## src/rtl/lnk_pkg.sv

```systemverilog
package lnk_pkg;

    // Field geometry of one pattern word; the receiver decodes these positions.
    localparam int IDX_W   = 16;
    localparam int MARK_W  = 16;
    localparam int WALK_W  = 64;
    localparam int PKT_W   = 32;
    localparam int RAMP_W  = 32;

    localparam int IDX_LO  = 0;
    localparam int MARK_LO = IDX_LO + IDX_W;
    localparam int WALK_LO = MARK_LO + MARK_W;
    localparam int PKT_LO  = WALK_LO + WALK_W;
    localparam int RAMP_LO = PKT_LO + PKT_W;
    localparam int USED_W  = RAMP_LO + RAMP_W;

    localparam logic [MARK_W-1:0] MARKER = 16'h7777;

    localparam int WALK_IDX_W = $clog2(WALK_W);

    typedef enum logic [1:0] {
        ST_IDLE = 2'd0,
        ST_SEND = 2'd1,
        ST_GAP  = 2'd2
    } seq_st_e;

endpackage

```

## src/rtl/lnk_seq.sv

```systemverilog
module lnk_seq
    import lnk_pkg::*;
#(
    parameter int MAX_WORDS = 256,
    parameter int CFG_W     = 16,
    parameter int GAP_W     = 16,
    parameter int LEN_W     = 9
) (
    input  logic                  clk,
    input  logic                  rst_n,
    input  logic                  pkt_rst,
    input  logic                  tx_en,
    input  logic                  pkt_en,
    input  logic [CFG_W-1:0]      cfg_len,
    input  logic [GAP_W-1:0]      cfg_gap,
    output logic                  fire,
    output logic                  last,
    output logic [LEN_W-1:0]      widx,
    output logic [PKT_W-1:0]      pkt,
    output logic [WALK_IDX_W-1:0] walk
);

    typedef struct packed {
        seq_st_e                st;
        logic [LEN_W-1:0]       widx;
        logic [LEN_W-1:0]       len;
        logic [GAP_W-1:0]       gcnt;
        logic [PKT_W-1:0]       pkt;
        logic [WALK_IDX_W-1:0]  walk;
    } seq_s;

    seq_s             seq_d, seq_q;
    logic [LEN_W-1:0] len_clamp;
    logic             is_last;

    always_comb begin
        if (cfg_len == '0) begin
            len_clamp = LEN_W'(1);
        end else if (cfg_len > CFG_W'(MAX_WORDS)) begin
            len_clamp = LEN_W'(MAX_WORDS);
        end else begin
            len_clamp = cfg_len[LEN_W-1:0];
        end
    end

    assign is_last = (seq_q.widx == seq_q.len - LEN_W'(1));

    always_comb begin
        seq_d = seq_q;
        fire  = 1'b0;
        last  = 1'b0;
        if (pkt_rst) begin
            seq_d    = '0;
            seq_d.st = ST_IDLE;
        end else if (tx_en) begin
            unique case (seq_q.st)
                ST_IDLE: begin
                    if (pkt_en) begin
                        seq_d.st   = ST_SEND;
                        seq_d.widx = '0;
                        seq_d.len  = len_clamp;
                    end
                end
                ST_SEND: begin
                    fire       = 1'b1;
                    last       = is_last;
                    seq_d.walk = (seq_q.walk == WALK_IDX_W'(WALK_W - 1))
                                 ? '0 : seq_q.walk + WALK_IDX_W'(1);
                    if (is_last) begin
                        seq_d.pkt  = seq_q.pkt + PKT_W'(1);
                        seq_d.widx = '0;
                        if (cfg_gap != '0) begin
                            seq_d.st   = ST_GAP;
                            seq_d.gcnt = cfg_gap;
                        end else if (pkt_en) begin
                            seq_d.st  = ST_SEND;
                            seq_d.len = len_clamp;
                        end else begin
                            seq_d.st = ST_IDLE;
                        end
                    end else begin
                        seq_d.widx = seq_q.widx + LEN_W'(1);
                    end
                end
                ST_GAP: begin
                    if (seq_q.gcnt == GAP_W'(1)) begin
                        if (pkt_en) begin
                            seq_d.st   = ST_SEND;
                            seq_d.widx = '0;
                            seq_d.len  = len_clamp;
                        end else begin
                            seq_d.st = ST_IDLE;
                        end
                    end else begin
                        seq_d.gcnt = seq_q.gcnt - GAP_W'(1);
                    end
                end
                default: seq_d.st = ST_IDLE;
            endcase
        end
    end

    always_ff @(posedge clk) begin
        if (!rst_n) begin
            seq_q    <= '0;
            seq_q.st <= ST_IDLE;
        end else begin
            seq_q <= seq_d;
        end
    end

    assign widx = seq_q.widx;
    assign pkt  = seq_q.pkt;
    assign walk = seq_q.walk;

    // a gap count of zero never lingers in the gap state
    p_gap_nonzero_r6: assert property (@(posedge clk) disable iff (!rst_n)
        (seq_q.st == ST_GAP) |-> (seq_q.gcnt != '0));

    // the latched length stays within 1..MAX_WORDS while sending
    p_len_range_r3: assert property (@(posedge clk) disable iff (!rst_n)
        (seq_q.st == ST_SEND) |-> (seq_q.len != '0 && seq_q.len <= LEN_W'(MAX_WORDS)));

    // a frozen cycle keeps the whole sequence state
    p_freeze_r8: assert property (@(posedge clk) disable iff (!rst_n)
        (!tx_en && !pkt_rst) |=> $stable(seq_q));

endmodule

```

## src/rtl/lnk_word_fmt.sv

```systemverilog
module lnk_word_fmt
    import lnk_pkg::*;
#(
    parameter int DATA_W = 256,
    parameter int LEN_W  = 9
) (
    input  logic [LEN_W-1:0]      widx,
    input  logic [PKT_W-1:0]      pkt,
    input  logic [WALK_IDX_W-1:0] walk,
    output logic [DATA_W-1:0]     word
);

    localparam int PAD_W = DATA_W - USED_W;

    logic [USED_W-1:0] fields;

    always_comb begin
        fields                       = '0;
        fields[IDX_LO  +: IDX_W]     = IDX_W'(widx);
        fields[MARK_LO +: MARK_W]    = MARKER;
        fields[WALK_LO +: WALK_W]    = WALK_W'(1) << walk;
        fields[PKT_LO  +: PKT_W]     = pkt;
        fields[RAMP_LO +: RAMP_W]    = RAMP_W'(widx) + RAMP_W'(1);
    end

    generate
        if (PAD_W > 0) begin : g_pad
            assign word = {{PAD_W{1'b0}}, fields};
        end else begin : g_exact
            assign word = fields[DATA_W-1:0];
        end
    endgenerate

endmodule

```

## src/rtl/lnk_evt_cnt.sv

```systemverilog
module lnk_evt_cnt #(
    parameter int CNT_W = 32
) (
    input  logic             clk,
    input  logic             rst_n,
    input  logic             clr,
    input  logic             evt,
    output logic [CNT_W-1:0] cnt
);

    localparam logic [CNT_W-1:0] CNT_MAX = '1;

    logic [CNT_W-1:0] cnt_d, cnt_q;

    always_comb begin
        cnt_d = cnt_q;
        if (clr) begin
            cnt_d = '0;
        end else if (evt && cnt_q != CNT_MAX) begin
            cnt_d = cnt_q + CNT_W'(1);
        end
    end

    always_ff @(posedge clk) begin
        if (!rst_n) begin
            cnt_q <= '0;
        end else begin
            cnt_q <= cnt_d;
        end
    end

    assign cnt = cnt_q;

    p_cnt_step_r10: assert property (@(posedge clk) disable iff (!rst_n)
        (evt && !clr && cnt_q != CNT_MAX) |=> (cnt_q == $past(cnt_q) + CNT_W'(1)));

    p_cnt_sat_r10: assert property (@(posedge clk) disable iff (!rst_n)
        (cnt_q == CNT_MAX && !clr) |=> (cnt_q == CNT_MAX));

    p_cnt_idle_r10: assert property (@(posedge clk) disable iff (!rst_n)
        (!evt && !clr) |=> $stable(cnt_q));

    p_cnt_clr_r11: assert property (@(posedge clk) disable iff (!rst_n)
        clr |=> (cnt_q == '0));

endmodule

```

## src/rtl/lnk_pattern_gen.sv

```systemverilog
module lnk_pattern_gen
    import lnk_pkg::*;
#(
    parameter int DATA_W    = 256,
    parameter int MAX_WORDS = 256,
    parameter int CFG_W     = 16,
    parameter int GAP_W     = 16,
    parameter int CNT_W     = 32
) (
    input  logic              clk,
    input  logic              rst_n,
    input  logic              ctl_pkt_rst,
    input  logic              ctl_cnt_clr,
    input  logic              ctl_tx_en,
    input  logic              ctl_pkt_en,
    input  logic [CFG_W-1:0]  cfg_pkt_words,
    input  logic [GAP_W-1:0]  cfg_gap,
    input  logic              core_afull,
    input  logic              core_ovf,
    output logic [DATA_W-1:0] tx_data,
    output logic              tx_valid,
    output logic              tx_eof,
    output logic [CNT_W-1:0]  afull_cnt,
    output logic [CNT_W-1:0]  ovf_cnt
);

    localparam int LEN_W  = $clog2(MAX_WORDS + 1);
    localparam int N_EVT  = 2;

    typedef struct packed {
        logic              valid;
        logic              eof;
        logic [DATA_W-1:0] data;
    } out_s;

    logic                  fire, last;
    logic [LEN_W-1:0]      widx;
    logic [PKT_W-1:0]      pkt;
    logic [WALK_IDX_W-1:0] walk;
    logic [DATA_W-1:0]     word;
    out_s                  out_d, out_q;

    lnk_seq #(
        .MAX_WORDS (MAX_WORDS),
        .CFG_W     (CFG_W),
        .GAP_W     (GAP_W),
        .LEN_W     (LEN_W)
    ) u_seq (
        .clk     (clk),
        .rst_n   (rst_n),
        .pkt_rst (ctl_pkt_rst),
        .tx_en   (ctl_tx_en),
        .pkt_en  (ctl_pkt_en),
        .cfg_len (cfg_pkt_words),
        .cfg_gap (cfg_gap),
        .fire    (fire),
        .last    (last),
        .widx    (widx),
        .pkt     (pkt),
        .walk    (walk)
    );

    lnk_word_fmt #(
        .DATA_W (DATA_W),
        .LEN_W  (LEN_W)
    ) u_fmt (
        .widx (widx),
        .pkt  (pkt),
        .walk (walk),
        .word (word)
    );

    always_comb begin
        out_d.valid = fire;
        out_d.eof   = fire & last;
        out_d.data  = fire ? word : '0;
    end

    always_ff @(posedge clk) begin
        if (!rst_n) begin
            out_q <= '0;
        end else begin
            out_q <= out_d;
        end
    end

    assign tx_valid = out_q.valid;
    assign tx_eof   = out_q.eof;
    assign tx_data  = out_q.data;

    logic [N_EVT-1:0] evt_flags;
    logic [CNT_W-1:0] evt_cnt [N_EVT];

    assign evt_flags = {core_ovf, core_afull};

    generate
        for (genvar g = 0; g < N_EVT; g++) begin : g_evt
            lnk_evt_cnt #(
                .CNT_W (CNT_W)
            ) u_cnt (
                .clk   (clk),
                .rst_n (rst_n),
                .clr   (ctl_cnt_clr),
                .evt   (evt_flags[g]),
                .cnt   (evt_cnt[g])
            );
        end
    endgenerate

    assign afull_cnt = evt_cnt[0];
    assign ovf_cnt   = evt_cnt[1];

    p_eof_valid_r2: assert property (@(posedge clk) disable iff (!rst_n)
        tx_eof |-> tx_valid);

    p_marker_r1: assert property (@(posedge clk) disable iff (!rst_n)
        tx_valid |-> (tx_data[MARK_LO +: MARK_W] == MARKER));

    p_idle_zero_r1: assert property (@(posedge clk) disable iff (!rst_n)
        !tx_valid |-> (tx_data == '0));

    p_ramp_step_r2: assert property (@(posedge clk) disable iff (!rst_n)
        (tx_valid && $past(tx_valid) && !$past(tx_eof)) |->
        (tx_data[RAMP_LO +: RAMP_W] == $past(tx_data[RAMP_LO +: RAMP_W]) + RAMP_W'(1)));

    p_walk_onehot_r4: assert property (@(posedge clk) disable iff (!rst_n)
        tx_valid |-> ($countones(tx_data[WALK_LO +: WALK_W]) == 1));

    p_walk_step_r4: assert property (@(posedge clk) disable iff (!rst_n)
        (tx_valid && $past(tx_valid)) |->
        (tx_data[WALK_LO +: WALK_W] ==
         {$past(tx_data[WALK_LO +: WALK_W - 1]), $past(tx_data[WALK_LO + WALK_W - 1])}));

    p_pkt_hold_r5: assert property (@(posedge clk) disable iff (!rst_n)
        (tx_valid && $past(tx_valid) && !$past(tx_eof)) |->
        (tx_data[PKT_LO +: PKT_W] == $past(tx_data[PKT_LO +: PKT_W])));

    p_txen_stall_r8: assert property (@(posedge clk) disable iff (!rst_n)
        !ctl_tx_en |=> !tx_valid);

    p_pkt_rst_r9: assert property (@(posedge clk) disable iff (!rst_n)
        ctl_pkt_rst |=> !tx_valid);

endmodule

```

## config.mk

```make
export PLATFORM = sky130hd
export DESIGN_NAME = lnk_pattern_gen
export DESIGN_NICKNAME = d
export VERILOG_FILES = /design/src/rtl/lnk_pkg.sv /design/src/rtl/lnk_seq.sv /design/src/rtl/lnk_word_fmt.sv /design/src/rtl/lnk_evt_cnt.sv /design/src/rtl/lnk_pattern_gen.sv
export SDC_FILE = /design/constraint.sdc
export NUM_CORES = 1
export LEC_CHECK = 0
export CAP_MARGIN = 20
export CORE_MARGIN = 4
export CORE_UTILIZATION = 47
export CTS_CLUSTER_SIZE = 12
export DETAILED_ROUTE_END_ITERATION = 10
export GPL_TIMING_DRIVEN = 0
export PLACE_DENSITY_LB_ADDON = 0.1
export SYNTH_ARGS = -nofsm -noshare
export SYNTH_HDL_FRONTEND = slang
export SYNTH_SLANG_ARGS = --single-unit
```

## constraint.sdc

```tcl
create_clock -name clk -period 3.95 [get_ports clk]
set_clock_uncertainty 0.1 [all_clocks]
set_input_delay 0.79 -clock clk [delete_from_list [all_inputs] [get_ports clk]]
set_output_delay 0.79 -clock clk [all_outputs]
set_load 0.02 [all_outputs]
```

==> results of run 1 <==
-- layout make-up --
type                       count  share of cell area
clock buffer                  37              0.0499
sequential                   255               0.329
multi-input combinational    969               0.347
inverter                      27             0.00653
antenna                        1            0.000161
timing repair buffer         232               0.150
buffer                       191              0.0823
clock inverter                10             0.00983
tap                          319              0.0257
-- worst paths after layout --
| check | start | endpoint | slack [ns] | cells past startpoint |
|---|---|---|---|---|
| max | u_seq.seq_q[54]$_SDFFE_PP0P_ | u_seq.seq_q[39]$_SDFFE_PP0P_ | 0.80 | 12 |
| min | u_seq.pkt[28]$_SDFFE_PP0P_ | tx_data[124]$_SDFF_PN0_ | 0.38 | 2 |
| max reg2reg | u_seq.seq_q[54]$_SDFFE_PP0P_ | u_seq.seq_q[39]$_SDFFE_PP0P_ | 0.80 | 12 |
| min reg2reg | u_seq.pkt[28]$_SDFFE_PP0P_ | tx_data[124]$_SDFF_PN0_ | 0.38 | 2 |
-- state kept, by name, indices dropped and copies added, names as in the netlist --
name and cells:
tx_data 116, g_evt.u_cnt.cnt 64, u_seq.pkt 32, u_seq.seq_q 27, u_seq.widx 9, u_seq.walk 6, tx_eof 1
-- routing by layer --
metal	GRT usage	vias to the layer above	routed length, µm
met3	0.0381	63	2120
met2	0.360	360	14200
met1	0.272	4626	12800
met4	0.0728	0	948
met5	0	-	0
li1	-	5071	-
-- kinds of logic after synthesis --
group | Yosys count | synth area share
DFF | 255 | 0.448
other | 1 | 0.000329
xor gates and xnor gates | 72 | 0.0560
adders and majority gates | 13 | 0.0143
buffers and inverters | 218 | 0.121
AOI/OAI and AO/OA | 189 | 0.103
muxes | 12 | 0.0105
and+or+nand+nor | 554 | 0.247
-- through the flow --
stage | power [mW] | hold WS [ns] | cells | cell area (µm²) | util
after floorplan | 2.89 | 0.339 | 1442 | 11900 | -
after global placement | 2.97 | 0.358 | 1993 | 14600 | 0.617
after detailed placement | 2.97 | 0.372 | 1993 | 14600 | 0.617
after CTS | 5.56 | 0.377 | 2040 | 15500 | 0.656
after global routing | 5.70 | 0.417 | 2040 | 15500 | 0.656
final | 5.52 | 0.383 | 2041 | 15500 | 0.656
-- tightest hold or removal path: cells and delay by family, from the launching register on --
kind / cells / cell delay [ns]
buf+inv: 1 / 0.07
flops: 1 / 0.32
simple gates: 1 / 0.05
-- power by group --
part	internal (mW)	switching (mW)	leakage, nW
sequential	2.57	0.00363	2.05
combinational	0.141	0.203	3.63
clock	1.57	1.03	0.453
-- placed cells by master, fill, tap and decap left out, types with 48 or more instances in the layout --
cell type	n
conb_1	129
nand3_1	60
clkdlybuf4s50_1	232
a21oi_1	65
dfxtp_1	255
o21ai_0	48
buf_4	142
and3_1	56
nand2_1	102
nor2_1	166
==> run_results.csv, run 1 <==
group,metric,value,unit
run_status,status,"completed",
sta,setup_slack,0.800,ns
place,preCtsSetupSlack,0.499,ns
synth,yosysMostFrequentCell,"dfxtp_1",
floorplan,dieArea,26800,µm²
worst_setup_path,crit_slowest_cell,"dfxtp_1",
route,vias,10120,
floorplan,die_w,164,µm
synth,ys_top_cells_by_count,"dfxtp_1 (255), nor2_1 (166), buf_4 (142)",
clock_network,holdBufCountCts,0,
worst_setup_path,cp.required,4.33,ns
floorplan,core-area,23700,µm²
synth,synth_top_area_share,0.448,
global_routing,antenna_found_initial,0,
layout,drive_gt1_frac,0.120,
layout,multiInputGateArea,5400,µm²
global_routing,grt_pass1_wl,47.5,mm
synth,synth_cells,1314,
sta,drv_slew,0,
layout,fillers,2103,
clock_network,cts_tree,"yes",
worst_setup_path,crit_arrival,3.53,ns
synth,ys_seq_area_frac,0.448,
route,detail_route.wirelength,30.1,mm
clock_network,clkLatencyLatePin,0.55,ns
global_routing,grt_use_total,0.212,
sta,period_minus_slack,3.15,ns
sta,setup_viol,0,
run,drv_cap,0,
worst_setup_path,crit_path_frequent_cell,"buf_2",
worst_setup_path,cp_max_fo,10,
power,power_leakage,6.13,nW
synth,async_flop_share,0,
sta,hold_viol_final,0,
power,p_per_area,356,nW/µm²
worst_setup_path,critical_path_class,"reg2reg",
global_routing,grt_max_degree,16,
sta,fin_crit_sh,0.797,
clock_network,clock-sinks,255,
place,finalWeightedCongestion,0.890,
floorplan,fp.dieH,164,µm
synth,ys_ff_latch,255,
power,peakVddDrop,0.245,mV
route,drc_errors,0,
worst_setup_path,crit_path_end_kind,"register",
route,drt.antenna.violating_nets,0,
sta,finalSetupTns,0,ns
layout,final-seq-area,5100,µm²
clock_network,cts_buffer_depth,3,
synth,synth.area.top_cells,"dfxtp_1 (45%), buf_4 (9.4%), nor2_1 (5.5%)",
clock_network,cts_resized,0,
floorplan,num_rows,56,
worst_setup_path,crit_path_start_kind,"register",
worst_setup_path,crit_chain,"inv_1 -> ha_1 -> buf_6 -> nor2b_1 -> or3_4 -> a31oi_4 -> and4_1 -> buf_2 -> a21o_1 -> buf_2 -> o21ai_0 -> a21oi_1",
route,wl_per_cell,14.7,µm
worst_setup_path,path_buf_inv,4,
route,drt_iter0_markers,667,
layout,area_growth,36.2,%
synth,synth_edf_count,0,
sta,rsz0062_at_grt,"no",
synth,synth_top_cell_by_area,"dfxtp_1",
clock_network,cts_buffers,28,
synth,avgSynthCellArea,8.68,µm²
hold_path,hold_class,"reg2reg",
synth,syn_area,11400,µm²
clock_network,post_cts_buffers,0,
worst_setup_path,max_stage_delay,0.43,ns
place,dp_hpwl,22.8,mm
route,first_pass_iters,5,
clock_network,clk_pin_slew,0.06,ns
floorplan,start_util,0.481,
synth,yosysUniqueCellTypes,60,
layout,num-nets-final,1757,
worst_setup_path,crit_family,"compound AO/OA/AOI/OAI gates",
sta,worst_pin_slew,0.859,ns
floorplan,pin_count,362,
clock_network,root_buffer,"clkbuf_16",
clock_network,h-tree-depth,1,
sta,fmax,0.317,GHz
place,port_buffers,232,
sta,max_slew_margin,0.422,
synth,synthFlopType,"dfxtp_1",
route,vias_per_cell,4.96,
global_routing,grt_pass1_vias,9514,
synth,yosys_warnings,0,
global_routing,gr-total-overflow,0,
(Power assumes the default switching activity.)
==> run 2, diff against run 1 <==
clock period = 3.2 ns   (was 3.95 ns; I/O delays follow)
==> run 2 against run 1 <==
Compared with the run above: design area is 0.11% higher; routed wire length is 0.27% lower; non-clock buffer count is 1 lower; first-iteration DRC count is 8.1% lower; combinational power is 24% higher; worst setup slack worse by 0.64 ns; sequential power is 23% higher.
==> run_results.csv, run 2 (synthesized netlist as in run 1, its figures left out) <==
group,metric,value,unit
layout,multiInputGateArea,5410,µm²
sta,rsz0062_at_grt,"no",
hold_path,hold_class,"reg2reg",
place,port_buffers,232,
floorplan,dieArea,26800,µm²
route,vias,10106,
floorplan,pin_count,362,
floorplan,core-area,23700,µm²
layout,final_cell_mix,"dfxtp_1 (253), clkdlybuf4s50_1 (232), nor2_1 (166)",
layout,area_growth,36.4,%
route,first_pass_iters,5,
route,vias_per_cell,4.95,
layout,final_cell_area,15500,µm²
sta,setup_viol,0,
layout,final_common_cell,"dfxtp_1",
clock_network,clock-sinks,255,
power,p_per_area,439,nW/µm²
sta,fmax,0.329,GHz
worst_setup_path,crit_slowest_cell,"or4b_1",
clock_network,h-tree-depth,1,
global_routing,antenna_found_initial,0,
sta,hold_viol_final,0,
layout,num-nets-final,1756,
place,dp_hpwl,22.8,mm
sta,worst_pin_slew,0.854,ns
floorplan,fp.dieH,164,µm
floorplan,die_w,164,µm
sta,period_minus_slack,3.04,ns
route,drc_errors,0,
clock_network,clk_pin_slew,0.06,ns
worst_setup_path,cp_max_fo,9,
worst_setup_path,crit_chain,"inv_1 -> ha_1 -> buf_6 -> nor2b_1 -> or3_4 -> a31oi_4 -> nand4_4 -> or4b_1 -> buf_2 -> or4_1 -> nand2_1",
clock_network,root_buffer,"clkbuf_16",
clock_network,holdBufCountCts,0,
layout,drive_gt1_frac,0.124,
global_routing,grt_max_degree,16,
place,dpl_cell_area,14600,µm²
global_routing,grt_pass1_wl,47.5,mm
worst_setup_path,crit_arrival,3.43,ns
route,drt.antenna.violating_nets,0,
place,finalWeightedCongestion,0.890,
run,drv_cap,0,
layout,final-seq-area,5110,µm²
sta,fin_crit_sh,0.950,
floorplan,num_rows,56,
global_routing,grt_use_total,0.212,
power,power.total,6.82,mW
clock_network,cts_buffers,28,
worst_setup_path,cp.required,3.59,ns
clock_network,clkLatencyLatePin,0.55,ns
power,peakVddDrop,0.305,mV
route,drt_iter0_markers,613,
worst_setup_path,critical_path_class,"reg2reg",
clock_network,cts_buffer_depth,3,
clock_network,post_cts_buffers,0,
worst_setup_path,crit_path_end_kind,"register",
worst_setup_path,max_stage_delay,0.55,ns
route,wl_per_cell,14.7,µm
layout,fillers,2105,
floorplan,start_util,0.481,
clock_network,cts_tree,"yes",
global_routing,grt_pass1_vias,9514,
route,detail_route.wirelength,30.0,mm
global_routing,gr-total-overflow,0,
power,power_leakage,6.13,nW
run_status,status,"completed",
sta,max_slew_margin,0.425,
worst_setup_path,crit_path_start_kind,"register",
sta,drv_slew,0,
layout,largest_register_ffs,116,
-- run 2: what timing repair did --
action	in CTS	in global routing
endpoints found under the hold margin	0	0
setup endpoints to repair	0	39
resized for setup	0	12
-- run 2: final timing paths --
kind                                 from                          to  slack (ns)  cells past startpoint
max          u_seq.seq_q[54]$_SDFFE_PP0P_  u_seq.pkt[28]$_SDFFE_PP0P_        0.16                     11
min            u_seq.pkt[28]$_SDFFE_PP0P_     tx_data[124]$_SDFF_PN0_        0.38                      2
min reg2reg    u_seq.pkt[28]$_SDFFE_PP0P_     tx_data[124]$_SDFF_PN0_        0.38                      2
max reg2reg  u_seq.seq_q[54]$_SDFFE_PP0P_  u_seq.pkt[28]$_SDFFE_PP0P_        0.16                     11
-- run 2: stage by stage --
step | hold slack (ns) | TNS, ns | util | worst slack, ns | instances
4_1_cts | 0.377 | 0 | 0.656 | 0.0683 | 2040
2_1_floorplan | 0.339 | 0 | - | 0.347 | 1442
6_report | 0.379 | 0 | 0.657 | 0.160 | 2040
5_1_grt | 0.417 | 0 | 0.656 | 0.0170 | 2039
3_5_place_dp | 0.372 | -1.72 | 0.617 | -0.101 | 1993
3_3_place_gp | 0.358 | -1.71 | 0.617 | -0.108 | 1993
-- run 2: area by class of cell --
class / instances / area share
antenna: 1 / 0.000161
buffer: 190 / 0.0820
clock buffer: 37 / 0.0498
clock inverter: 10 / 0.00982
inverter: 27 / 0.00652
multi-input combinational: 969 / 0.348
sequential: 255 / 0.328
tap: 319 / 0.0257
timing repair buffer: 232 / 0.149
-- run 2: layer usage --
layer | GRT usage | vias up | part of all wire
met5 | 0 | - | 0
met4 | 0.0728 | 0 | 0.032
met3 | 0.0381 | 66 | 0.066
met2 | 0.360 | 350 | 0.47
met1 | 0.272 | 4619 | 0.43
li1 | - | 5071 | -
-- run 2: power by group --
| group | leakage (nW) | internal [mW] | switching [mW] | total, mW |
|---|---|---|---|---|
| combinational | 3.62 | 0.174 | 0.250 | 0.425 |
| clock | 0.453 | 1.94 | 1.28 | 3.21 |
| sequential | 2.05 | 3.18 | 0.00455 | 3.18 |
| total | 6.13 | 5.29 | 1.53 | 6.82 |
-- run 2: worst max-delay path, delay by kind of cell (launching register included) --
kind / cells / cell delay (ns)
AO/OA/AOI/OAI: 1 / 0.21
adder cells (fa/ha/maj): 1 / 0.20
buffers and inverters: 3 / 0.40
flip-flops: 1 / 0.38
AND/OR/NAND/NOR: 6 / 1.69
==> run 3, diff against run 2 <==
MAX_ROUTING_LAYER = met4   (was default)
==> run 3 against run 2 <==
Compared with the run above: non-clock buffer count unchanged; via count up 0.62%; clock power about the same; critical endpoint unchanged; largest power group unchanged.
==> run_results.csv, run 3 (synthesized netlist as in run 1, its figures left out) <==
group,metric,value,unit
sta,period_minus_slack,3.04,ns
floorplan,fp.dieH,164,µm
worst_setup_path,crit_arrival,3.44,ns
sta,finalSetupTns,0,ns
global_routing,gr-total-overflow,0,
layout,final_cell_area,15600,µm²
sta,worst_pin_slew,0.880,ns
sta,fin_crit_sh,0.951,
worst_setup_path,crit_slowest_cell,"or4b_1",
route,drt.antenna.violating_nets,0,
worst_setup_path,crit_family,"simple AND/OR/NAND/NOR gates",
route,detail_route.wirelength,30.0,mm
global_routing,grt_use_met2,0.360,
route,vias_per_cell,4.98,
clock_network,clock-sinks,255,
sta,setup_slack,0.157,ns
worst_setup_path,crit_chain,"inv_1 -> ha_1 -> buf_6 -> nor2b_1 -> or3_4 -> a31oi_4 -> nand4_4 -> or4b_1 -> buf_2 -> or4_1 -> nand2_1",
sta,setup_viol,0,
sta,fmax,0.329,GHz
route,drc_errors,0,
run,drv_cap,0,
place,preCtsSetupSlack,-0.101,ns
layout,drive_gt1_frac,0.124,
worst_setup_path,critical_path_class,"reg2reg",
clock_network,cts_buffer_depth,3,
clock_network,clk_pin_slew,0.06,ns
layout,area_growth,36.4,%
clock_network,cts_tree,"yes",
global_routing,grtUsageMet1,0.274,
floorplan,core-area,23700,µm²
route,vias,10169,
floorplan,num_rows,56,
clock_network,clkLatencyLatePin,0.56,ns
worst_setup_path,cp.required,3.59,ns
route,drt_iter0_markers,662,
worst_setup_path,crit_path_end_kind,"register",
worst_setup_path,crit_path_start_kind,"register",
floorplan,start_util,0.481,
worst_setup_path,cp_max_fo,9,
sta,rsz0062_at_grt,"no",
power,power.total,6.82,mW
place,finalWeightedCongestion,0.905,
floorplan,dieArea,26800,µm²
clock_network,cts_buffers,28,
global_routing,grt_use_met3,0.0351,
global_routing,grt_use_total,0.218,
worst_setup_path,max_stage_delay,0.55,ns
layout,final_common_cell,"dfxtp_1",
clock_network,h-tree-depth,1,
global_routing,antenna_found_initial,0,
route,first_pass_iters,5,
run_status,status,"completed",
floorplan,die_w,164,µm
power,p_per_area,439,nW/µm²
sta,hold_viol_final,0,
place,port_buffers,232,
global_routing,grt_pass1_wl,47.5,mm
hold_path,hold_class,"reg2reg",
power,power_leakage,6.13,nW
layout,largest_register_ffs,116,
route,wl_per_cell,14.7,µm
place,dpl_cell_area,14600,µm²
global_routing,grt-busiest-layer,"met2",
floorplan,pin_count,362,
global_routing,grt_pass1_vias,9507,
layout,num-nets-final,1756,
sta,max_slew_margin,0.408,
clock_network,root_buffer,"clkbuf_16",
layout,final_cell_mix,"dfxtp_1 (253), clkdlybuf4s50_1 (232), nor2_1 (166)",
worst_setup_path,path_buf_inv,3,
power,peakVddDrop,0.306,mV
global_routing,grt_max_degree,16,
sta,drv_slew,0,
sta,hold_ws,0.382,ns
place,dp_hpwl,22.8,mm
## run 3: cell count changes in the layout (fill, tap and decap cells not counted)
cell | previous run | this run
o311ai_0 | 2 | 3
buf_2 | 9 | 8
o311ai_1 | 1 | 0
clkbuf_4 | 0 | 1
## run 3: stage by stage
stage                     instances   util
after floorplan                1442      -
after global routing           2039  0.657
after detailed placement       1993  0.617
final                          2040  0.657
after global placement         1993  0.617
after CTS                      2040  0.656
## run 3: path summary, 6_finish.rpt
| path | start | endpoint | slack (ns) | cells past startpoint |
|---|---|---|---|---|
| setup / recovery | u_seq.seq_q[54]$_SDFFE_PP0P_ | u_seq.pkt[28]$_SDFFE_PP0P_ | 0.16 | 11 |
| hold / removal | u_seq.pkt[28]$_SDFFE_PP0P_ | tx_data[124]$_SDFF_PN0_ | 0.38 | 2 |
| setup reg to reg | u_seq.seq_q[54]$_SDFFE_PP0P_ | u_seq.pkt[28]$_SDFFE_PP0P_ | 0.16 | 11 |
| hold reg to reg | u_seq.pkt[28]$_SDFFE_PP0P_ | tx_data[124]$_SDFF_PN0_ | 0.38 | 2 |
## run 3: routing by layer
metal	vias up	routed length [µm]
met5	-	0
met4	0	1030
met3	79	2020
met2	369	14200
met1	4651	12800
li1	5070	-
## run 3: timing repair
item / 4_1_cts / 5_1_grt
hold buffers: 0 / 0
resized for setup: 0 / 12
endpoints found under the hold margin: 0 / 0
endpoints found under the setup margin: 0 / 39
setup buffers: 0 / 0
## run 3: report_power, final
part           switching [mW]  internal [mW]  total (mW)
registers             0.00452           3.18        3.18
clock network            1.28           1.94        3.21
logic                   0.251          0.174       0.425
total                    1.53           5.29        6.82
## run 3: layout make-up
type | count | area (µm²)
antenna | 1 | 2.50
buffer | 190 | 1280
fill | 2106 | 8130
clock buffer | 37 | 774
sequential | 255 | 5110
inverter | 27 | 101
multi-input combinational | 969 | 5410
clock inverter | 10 | 153
timing repair buffer | 232 | 2320
tap | 319 | 399
## run 3: worst reg2reg max path, stage by stage (launching register included)
cell and delay, ns:
dfxtp_2 0.38, inv_1 0.08, ha_1 0.20, buf_6 0.14
nor2b_1 0.12, or3_4 0.38, a31oi_4 0.21, nand4_4 0.15
or4b_1 0.56, buf_2 0.18, or4_1 0.41, nand2_1 0.08
